**src/rtl/vec_half_store.sv**
```systemverilog
module vec_half_store #(
  parameter int GRAN_LG = 5
) (
  input  logic         clk,
  input  logic         rst_n,
  input  logic         in_valid,
  output logic         in_ready,
  input  logic [31:0]  instr,
  input  logic [63:0]  ra_val,
  input  logic [63:0]  rb_val,
  input  logic [127:0] vs_val,
  input  logic         rsv_track_en,
  input  logic         rsv_set,
  input  logic [31:0]  rsv_addr,
  output logic         rsv_valid,
  output logic         wr_strobe,
  output logic [31:0]  wr_qaddr,
  output logic [15:0]  wr_be,
  output logic [127:0] wr_data,
  output logic         illegal
);
  localparam int GW = 32 - GRAN_LG;

  wire [5:0]  opcd  = instr[31:26];
  wire [4:0]  ra_f  = instr[20:16];
  wire [9:0]  xo    = instr[10:1];
  wire        legal = (opcd == 6'd31) && (xo == 10'd167) && !instr[0];
  wire        accept = in_valid && in_ready;

  wire [63:0] base = (ra_f == 5'd0) ? 64'd0 : ra_val;
  wire [63:0] sum  = base + rb_val;
  wire [31:0] ea   = sum[31:0];
  wire [2:0]  lane = ea[3:1];

  logic [15:0]   half;
  logic [GW-1:0] rsv_a;
  logic          rsv_v;

  always_comb half = vs_val[16*(7 - int'(lane)) +: 16];

  wire hit = rsv_track_en && rsv_v && (ea[31:GRAN_LG] == rsv_a);

  wire unused_bits = ^{instr[25:21], instr[15:11], sum[63:32], ea[0], rsv_addr[GRAN_LG-1:0]};

  always_ff @(posedge clk) begin
    if (!rst_n) begin
      in_ready  <= 1'b0;
      wr_strobe <= 1'b0;
      illegal   <= 1'b0;
      wr_qaddr  <= '0;
      wr_be     <= '0;
      wr_data   <= '0;
      rsv_v     <= 1'b0;
      rsv_a     <= '0;
    end else begin
      in_ready  <= 1'b1;
      wr_strobe <= accept && legal;
      illegal   <= accept && !legal;
      if (accept && legal) begin
        wr_qaddr <= {ea[31:4], 4'd0};
        wr_be    <= 16'h0003 << {lane, 1'b0};
        wr_data  <= {8{half}};
      end
      if (rsv_set) begin
        rsv_v <= 1'b1;
        rsv_a <= rsv_addr[31:GRAN_LG];
      end else if (accept && legal && hit) begin
        rsv_v <= 1'b0;
      end
    end
  end

  assign rsv_valid = rsv_v;
endmodule


```
**config.mk**
```make
export PLATFORM = sky130hd
export DESIGN_NAME = vec_half_store
export DESIGN_NICKNAME = d
export VERILOG_FILES = /design/src/rtl/vec_half_store.sv
export SDC_FILE = /design/constraint.sdc
export NUM_CORES = 1
export LEC_CHECK = 0
export ABC_AREA = 1
export CAP_MARGIN = 20
export CORE_AREA = 2 2 196 198
export CTS_CLUSTER_SIZE = 14
export DETAILED_ROUTE_END_ITERATION = 8
export DIE_AREA = 0 0 198 200
export DONT_BUFFER_PORTS = 1
export GPL_TIMING_DRIVEN = 1
export HOLD_SLACK_MARGIN = 0.1
export REMOVE_ABC_BUFFERS = 1
export SYNTH_ARGS = -nofsm -noshare
export SYNTH_HDL_FRONTEND = slang
export SYNTH_SLANG_ARGS = --single-unit
```
**constraint.sdc**
```tcl
create_clock -name clk -period 3.34 [get_ports clk]
set_input_delay 0.501 -clock clk [delete_from_list [all_inputs] [get_ports clk]]
set_output_delay 0.501 -clock clk [all_outputs]
set_load 0.02 [all_outputs]
```
==> reports/qor.yml, run 1 <==
outcome: "finished clean"
hold_buffers: 0
p_switching_uw: 1250
synth_top_area_cell: "dfxtp_1"
seqPwrFrac: 0.320
cap_viol_max_count: 0
place_ws_ps: -36.9
period_share: 0.900
gp_congestion: 0.870
synth_seq_cells: 83
crit_arrival_ps: 3230
setup_viol: 0
leakagePower_uw: 0.00424
rsz0062_at_grt: "false"
powerDensity_mw_per_mm2: 380
intPower_uw: 1960
p_sw_frac: 0.390
vias: 8154
route.detailed.drc: 0
pin_count: 505
port_buffers: 0
yosysUniqueCellTypes: 40
antenna_left: 0
min_period_ps: 3010
hold_path_class: "in -> reg"
drt_iter0_markers: 426
die_h_um: 200
fin_area_mm2: 0.00847
root_buffer: "clkbuf_16"
combPwrFrac: 0.366
start_util: 0.216
critPathKind: "in -> reg"
tns_ps: 0
layout_setup_ws_ps: 334
yosysSeqAreaShare: 0.206
grt_start_max_net_pins: 58
peakVddDrop_mv: 0.390
netlist_top_cells_count: "392 x nand2_1, 201 x inv_1, 124 x buf_4, 124 x nand3_1, 83 x dfxtp_1"
cts_num_sinks: 83
row_count: 71
async_reset_ff_frac: 0
synth.most_common_cell: "nand2_1"
post_drt_wl_per_cell_um: 19.7
ys.flop_type: "dfxtp_1"
synth_top_area_frac: 0.206
cp.required_ps: 3570
hold_viol: 0
antenna_found_initial: 7
cp-end-kind: "register"
htreeDepth: 3
overflow: 0
clk_path_buf_depth: 2
core_area_mm2: 0.0374
tightest_slew_ps: 1110
clkTransAtPathRegs_ps: 70
place_area_mm2: 0.00818
drt_wl_total_mm: 35.1
cts_tree: "built"
startpoint_type: "input port"
synthTopCellsByArea: "dfxtp_1 21%, nand2_1 18%, buf_4 12%"
grt_use_total: 0.172
clk_latency_ps: 360
instances_no_fill: 1783
drive_above_1_share: 0.116
grt_pass1_vias: 7823
dr.pass1.iters: 5
die_area_mm2: 0.0396
fmax_ghz: 0.333
dp_cells: 1765
avgSynthCellArea_um2: 5.95
dp_hpwl_mm: 29.4
clock_skew_ps: 12.9
area_delta_synth_final_pct: 5.09
die_x_um: 198
postSynthCellCount: 1356
cts.repair.resized: 0
viasPerCell: 4.57
num-nets-final: 1621
synth_edf_count: 0
post_cts_buffers: 0
clkPwrFrac: 0.314
cts_made_buffers: 9
grt_pass1_wl_mm: 49.3
path_max_fanout: 24
yosysWarnings: 0
maxSlewHeadroom: 0.257
slew_viol_final: 0
synth_area_mm2: 0.00806
## layer usage
| metal | vias up | GRT usage | routed length (µm) |
|---|---|---|---|
| met1 | 3724 | 0.194 | 14300 |
| li1 | 4043 | - | - |
| met5 | - | 0 | 13 |
| met2 | 333 | 0.321 | 17600 |
| met4 | 2 | 0.0524 | 981 |
| met3 | 52 | 0.0391 | 2120 |
## through the flow
step / hold WS (ps) / total power [µW] / utilization
2_1_floorplan: 444 / 1810 / -
3_3_place_gp: 460 / 2210 / 0.219
6_report: 212 / 3220 / 0.227
5_1_grt: 163 / 3440 / 0.226
3_5_place_dp: 464 / 2230 / 0.219
4_1_cts: 166 / 3270 / 0.226
## layout by cell type, fill, tap and decap left out, drive strengths merged
master / synthesis / final
fa: 1 / 1
or2: 1 / 1
o211ai: 13 / 13
a21boi: 1 / 1
dfxtp: 83 / 83
buf: 138 / 62
o21bai: 4 / 4
conb: 1 / 4
xnor3: 1 / 1
nand4: 45 / 45
inv: 206 / 209
o21ai: 50 / 50
ha: 30 / 30
xor2: 5 / 5
nor4b: 1 / 1
nor2: 76 / 76
nand3b: 2 / 2
a21oi: 76 / 76
a22oi: 32 / 32
clkinv: 1 / 4
nand2: 412 / 412
and3: 2 / 2
a31oi: 2 / 2
diode: 0 / 2
and2: 3 / 3
nand3: 128 / 128
xnor2: 1 / 1
clkinvlp: 0 / 1
nor4: 1 / 1
nor3: 11 / 11
clkbuf: 29 / 9
## final timing paths
kind                    startpoint                   endpoint  slack, ps  cells past startpoint
max                      instr[20]     rsv_valid$_SDFFE_PN0P_        330                     24
max reg2reg       in_ready$_DFF_P_  wr_qaddr[30]$_SDFFE_PN0P_       1010                      9
min                          rst_n           in_ready$_DFF_P_        210                      0
min reg2reg  rsv_a[8]$_SDFFE_PN0P_      rsv_a[8]$_SDFFE_PN0P_        480                      2
## power by group through the flow
stage	Combinational [µW]	Clock (µW)	Sequential, µW
5_1_grt	1320	1090	1030
4_1_cts	1180	1060	1030
6_report	1180	1010	1030
3_5_place_dp	1170	0	1050
2_1_floorplan	765	0	1050
3_3_place_gp	1150	0	1050
## logic make-up after synthesis
logic type | after synthesis | share of synthesized area
xor gates and xnor gates | 7 | 0.0102
other | 1 | 0.000465
AOI/OAI and AO/OA | 178 | 0.130
and+or+nand+nor | 682 | 0.370
adders and majority gates | 31 | 0.0490
buffers and inverters | 374 | 0.234
DFF | 83 | 0.206
## final cells by class
cell class | count | area [µm²]
well taps | 511 | 639
fillers | 4283 | 28900
clock inverters | 7 | 60.1
clock buffers | 9 | 225
multi-input cells | 902 | 4540
inverters | 207 | 777
flip-flops and latches | 83 | 1680
diodes | 2 | 5.00
repair buffers | 62 | 541
## registers in the layout, indices dropped and copies added (netlist names)
signal / flops
rsv_valid: 1
wr_strobe: 1
wr_be: 8
in_ready: 1
wr_qaddr: 28
illegal: 1
rsv_a: 27
wr_data: 16
## worst max-delay path: stages
cell and delay, ps:
nor2_1 110, nand3_2 130, buf_12 180, nand2_1 100, inv_1 80, fa_1 380, nand2_1 120, nand2_1 90
nand3_1 110, nand2_1 80, nand2_1 120, nand2_1 70, nand2_1 60, nand2_1 60, nor2_1 170, nand2_1 90
nor2_1 160, nand2_1 120, nor2_1 100, nand2_1 60, nor2_1 90, nand3_1 110, nand2_1 90, a21oi_2 50
(Power assumes the default switching activity.)
==> run 2: changes to the inputs <==
CORE_AREA = 2 2 194 196   (was 2 2 196 198)
DIE_AREA = 0 0 196 198   (was 0 0 198 200)
==> reports/qor.yml, run 2 (synthesis results as in run 1) <==
gp_congestion: 0.843  # -3.1%
htreeDepth: 3  # unchanged
critPathKind: "in -> reg"
min_period_ps: 2990  # -17.1 ps
p_switching_uw: 1290  # +3.1%
route.detailed.drc: 0  # unchanged
crit_start: "instr[20]"
drt_iter0_markers: 397  # -6.8%
hold_buffers: 0  # unchanged
tightest_slew_ps: 946  # -168 ps
seqPwrFrac: 0.313  # -0.007
rr_startpoint: "in_ready$_DFF_P_"
viasPerCell: 4.65  # +1.6%
max_flop_register: "wr_qaddr"
maxSlewHeadroom: 0.369  # +0.112
period_share: 0.895  # -0.00512
row_count: 71  # unchanged
register_area_mm2: 0.00168  # unchanged
post_cts_buffers: 0  # unchanged
area_delta_synth_final_pct: 6.12
grt_pass1_wl_mm: 47.9  # -3.0%
die_x_um: 196  # -1.0%
reg.largest.list: "wr_qaddr: 28 flops, rsv_a: 27 flops, wr_data: 16 flops"
dp_cells: 1746  # -1.1%
p_sw_frac: 0.393  # +0.00311
path_max_fanout: 10  # -58%
die_h_um: 198  # -1.0%
cap_viol_max_count: 0  # unchanged
drt_wl_total_mm: 33.4  # -4.8%
cts.repair.resized: 0  # unchanged
clk_path_buf_depth: 2  # unchanged
largest_reg_flops: 28  # unchanged
intPower_uw: 2000  # +1.8%
r2r-end: "wr_data[111]$_SDFFE_PN0P_"
reg2reg_slack_ps: 1060  # +50 ps
total_power_uw: 3290  # +2.3%
clkPwrFrac: 0.318  # +0.004
outcome: "finished clean"
clk_latency_ps: 370  # about the same
antenna_left: 0  # unchanged
final_common_cell: "nand2_1"
dr.pass1.iters: 5  # unchanged
grt_pass1_vias: 7998  # +2.2%
cp-end-kind: "register"
dp_hpwl_mm: 27.8  # -5.4%
rr_worst_depth: 8  # -1
grt_use_total: 0.169  # -0.00365
startpoint_type: "input port"
die_area_mm2: 0.0388  # -2.0%
core_area_mm2: 0.0370  # -1.2%
antenna_found_initial: 12  # +5
vias: 8216  # +0.76%
multi_input_area_mm2: 0.00454  # -0.11%
cts_tree: "built"
rsz0062_at_grt: "false"
overflow: 0  # unchanged
final.fill_count: 4253  # -0.70%
start_util: 0.218  # +0.00259
drive_above_1_share: 0.128  # +0.0124
clkTransAtPathRegs_ps: 70  # about the same
final_util: 0.231  # +0.00496
hold_viol: 0  # unchanged
fmax_ghz: 0.335  # +0.57%
hp-start: "rst_n"
slew_viol_final: 0  # unchanged
crit_arrival_ps: 3250  # +20 ps
final_cell_mix: "392 x nand2_1, 200 x inv_1, 124 x nand3_1, 75 x buf_4, 71 x a21oi_1"
num-nets-final: 1639  # +1.1%
powerDensity_mw_per_mm2: 385  # +1.3%
cp.required_ps: 3600  # +30 ps
cts_num_sinks: 83  # unchanged
hold_depth: 0  # unchanged
combPwrFrac: 0.370  # +0.004
port_buffers: 0  # unchanged
setup_viol: 0  # unchanged
clock_skew_ps: 7.51  # -5.44 ps
grt_start_max_net_pins: 58  # unchanged
pin_count: 505  # unchanged
leakagePower_uw: 0.00432  # +1.9%
cts_made_buffers: 9  # unchanged
peakVddDrop_mv: 0.277  # -29%
hold_end: "in_ready$_DFF_P_"
root_buffer: "clkbuf_16"
hold_path_class: "in -> reg"
instances_no_fill: 1768  # -0.84%
post_drt_wl_per_cell_um: 18.9  # -4.0%
[run 2: cell type report]
type                            count  share of cell area
Clock buffer                       10              0.0279
Antenna cell                        6             0.00176
Sequential cell                    83               0.197
Tap cell                          474              0.0693
Clock inverter                      6             0.00556
Multi-Input combinational cell    902               0.530
Inverter                          207              0.0908
Timing Repair Buffer               80              0.0775
[run 2: layer usage]
metal  routed length (µm)  part of all wire  vias to the layer above  global-route usage
li1                     -                 -                     4075                   -
met1                13700              0.41                     3735               0.185
met2                16400              0.49                      337               0.306
met3                 2000             0.060                       65              0.0428
met4                 1230             0.037                        4              0.0749
met5                   23           0.00069                        -                   0
[run 2: worst max-delay path, cell delays in order]
cell and delay [ps]:
nor2_1 120, nand3_2 130, buf_4 190, nand2_1 60
inv_1 90, ha_1 360, nand2_1 170, inv_2 60
nand2_1 90, nor2_1 50, buf_4 130, and2_1 140
nand2_1 150, buf_4 140, nand3_1 70, nand3_1 100
nand3_1 100, nor2_1 170, nand2_1 80, nor2_1 100
nand3_1 100, nand2_1 80, a21oi_2 50
[run 2: metrics by stage]
stage / setup TNS [ps] / instance area, µm² / hold slack, ps / worst slack [ps]
2_1_floorplan: -7890 / 6970 / 444 / -436
3_3_place_gp: 0 / 8250 / 461 / 1.59
3_5_place_dp: -30.6 / 8250 / 470 / -30.6
4_1_cts: 0 / 8540 / 147 / 373
5_1_grt: 0 / 8550 / 150 / 49.0
6_report: 0 / 8550 / 200 / 351
[run 2: power groups by stage]
stage / sequential, µW / combinational, µW / clock, µW
6_report: 1030 / 1220 / 1050
5_1_grt: 1030 / 1360 / 1120
4_1_cts: 1030 / 1220 / 1090
3_5_place_dp: 1050 / 1210 / 0
3_3_place_gp: 1050 / 1190 / 0
2_1_floorplan: 1050 / 765 / 0
[run 2: worst max-delay path by stage]
| stage | end | slack (ps) | cells after the start |
|---|---|---|---|
| after floorplan | wr_data[111]$_SDFFE_PN0P_ | -440 | 12 |
| after global placement | rsv_valid$_SDFFE_PN0P_ | 2 | 23 |
| after detailed placement | rsv_valid$_SDFFE_PN0P_ | -30 | 23 |
| after CTS | rsv_valid$_SDFFE_PN0P_ | 370 | 23 |
| after global routing | rsv_valid$_SDFFE_PN0P_ | 50 | 23 |
| final | rsv_valid$_SDFFE_PN0P_ | 350 | 23 |
==> run 3: changes to the inputs <==
CTS_BUF_LIST = sky130_fd_sc_hd__clkbuf_4 sky130_fd_sc_hd__clkbuf_8   (was unset)
==> reports/qor.yml, run 3 (synthesis results as in run 1) <==
outcome: "finished clean"
final_common_cell: "nand2_1"
port_buffers: 0  # unchanged
min_period_ps: 2910  # -83.9 ps
dp_hpwl_mm: 27.8  # unchanged
p_switching_uw: 1260  # -2.4%
antenna_left: 0  # unchanged
path_max_fanout: 10  # unchanged
area_delta_synth_final_pct: 4.98
intPower_uw: 1760  # -12%
post_cts_buffers: 0  # unchanged
critPathKind: "in -> reg"
overflow: 0  # unchanged
drive_above_1_share: 0.128  # about the same
start_util: 0.218  # unchanged
seqPwrFrac: 0.340  # +0.027
dr.pass1.iters: 4  # -1
maxSlewHeadroom: 0.361  # -0.00887
setup_viol: 0  # unchanged
hp-start: "rst_n"
clkTransAtPathRegs_ps: 110  # +40 ps
root_buffer: "clkbuf_8"
hold_viol: 0  # unchanged
clk_latency_ps: 430  # +60 ps
place_area_mm2: 0.00825  # unchanged
grt_pass1_wl_mm: 47.9  # +0.20%
hold_end: "rsv_a[21]$_SDFFE_PN0P_"
hold_depth: 2  # +2
drt_wl_total_mm: 33.5  # +0.21%
rr_startpoint: "in_ready$_DFF_P_"
cts_made_buffers: 9  # unchanged
final_cell_mix: "392 x nand2_1, 200 x inv_1, 124 x nand3_1, 75 x buf_4, 71 x a21oi_1"
fmax_ghz: 0.344  # +2.9%
die_h_um: 198  # unchanged
clock_skew_ps: 15.3  # +7.78 ps
cp.required_ps: 3660  # +60 ps
p_sw_frac: 0.417  # +0.0243
powerDensity_mw_per_mm2: 358  # -7.1%
grt_start_max_net_pins: 58  # unchanged
max_flop_register: "wr_qaddr"
drt_iter0_markers: 322  # -19%
post_drt_wl_per_cell_um: 18.9  # +0.15%
leakagePower_uw: 0.00428  # -0.97%
largest_reg_flops: 28  # unchanged
grt_use_total: 0.169  # +0.000765
vias: 8221  # +0.061%
slew_viol_final: 0  # unchanged
viasPerCell: 4.65  # about the same
cp-end-kind: "register"
tightest_slew_ps: 959  # +13.3 ps
htreeDepth: 3  # unchanged
pin_count: 505  # unchanged
peakVddDrop_mv: 0.196  # -29%
rr_worst_depth: 8  # unchanged
route.detailed.drc: 0  # unchanged
cts_tree: "built"
cts_num_sinks: 83  # unchanged
grt_pass1_vias: 7991  # -0.088%
combPwrFrac: 0.402  # +0.032
core_area_mm2: 0.0370  # unchanged
reg.largest.list: "wr_qaddr: 28 flops, rsv_a: 27 flops, wr_data: 16 flops"
fin_area_mm2: 0.00846  # -1.1%
gp_congestion: 0.843  # unchanged
total_power_uw: 3030  # -8.0%
num-nets-final: 1640  # +0.061%
r2r-end: "wr_data[115]$_SDFFE_PN0P_"
cap_viol_max_count: 0  # unchanged
die_x_um: 196  # unchanged
crit_arrival_ps: 3230  # -20 ps
period_share: 0.870  # -0.0251
hold_path_class: "in -> reg"
reg2reg_slack_ps: 1050  # about the same
rsz0062_at_grt: "false"
die_area_mm2: 0.0388  # unchanged
row_count: 71  # unchanged
antenna_found_initial: 13  # +1
startpoint_type: "input port"
clk_path_buf_depth: 2  # unchanged
clkPwrFrac: 0.257  # -0.061
## run 3: cell types whose count changed in the layout (fill, tap and decap cells not counted), sizes merged
cell / delta
dlygate4sd3: +1
## run 3: how the worst max path moves through the flow
stage | from | to | slack, ps
2_1_floorplan | instr[20] | wr_data[111]$_SDFFE_PN0P_ | -440
3_3_place_gp | instr[20] | rsv_valid$_SDFFE_PN0P_ | 2
3_5_place_dp | instr[20] | rsv_valid$_SDFFE_PN0P_ | -30
4_1_cts | instr[20] | rsv_valid$_SDFFE_PN0P_ | 450
5_1_grt | instr[20] | rsv_valid$_SDFFE_PN0P_ | 130
6_report | instr[20] | rsv_valid$_SDFFE_PN0P_ | 430
## run 3: metrics by stage
stage | setup slack, ps | setup TNS, ps | utilization | std cells | hold slack (ps)
floorplan | -436 | -7890 | - | 1192 | 444
global placement | 1.59 | 0 | 0.223 | 1746 | 461
detailed placement | -30.6 | -30.6 | 0.223 | 1746 | 470
CTS | 454 | 0 | 0.229 | 1763 | 153
global route | 131 | 0 | 0.229 | 1768 | 167
finish | 435 | 0 | 0.229 | 1769 | 198
## run 3: final cells by class
type | instances | area (µm²)
multi-input cells | 902 | 4540
diodes | 6 | 15.0
flip-flops and latches | 83 | 1680
well taps | 474 | 593
inverters | 207 | 777
clock buffers | 10 | 138
clock inverters | 6 | 47.5
fillers | 4262 | 28500
repair buffers | 81 | 673
## run 3: power by group through the flow
stage / registers, µW / logic, µW / clock network (µW)
finish: 1030 / 1220 / 779
global route: 1030 / 1360 / 857
CTS: 1030 / 1220 / 830
detailed placement: 1050 / 1210 / 0
global placement: 1050 / 1190 / 0
floorplan: 1050 / 765 / 0
## run 3: critical path, cell delays in order
cell and delay (ps):
nor2_1 120, nand3_2 130, buf_4 190, nand2_1 60
inv_1 90, ha_1 360, nand2_1 170, inv_2 60
nand2_1 90, nor2_1 50, buf_4 130, and2_1 140
nand2_1 140, buf_4 140, nand3_1 70, nand3_1 100
nand3_1 100, nor2_1 170, nand2_1 70, nor2_1 100
nand3_1 100, nand2_1 80, a21oi_2 50
## run 3: timing repair
action / CTS / global route
endpoints found under the hold margin: 1 / 0
hold buffers: 1 / 0
gates resized for setup: 0 / 0
## run 3: routing by layer
metal / GRT usage / routed length [µm]
met3: 0.0439 / 2140
met2: 0.307 / 16500
met1: 0.185 / 13500
met4: 0.0766 / 1280
met5: 0 / 23
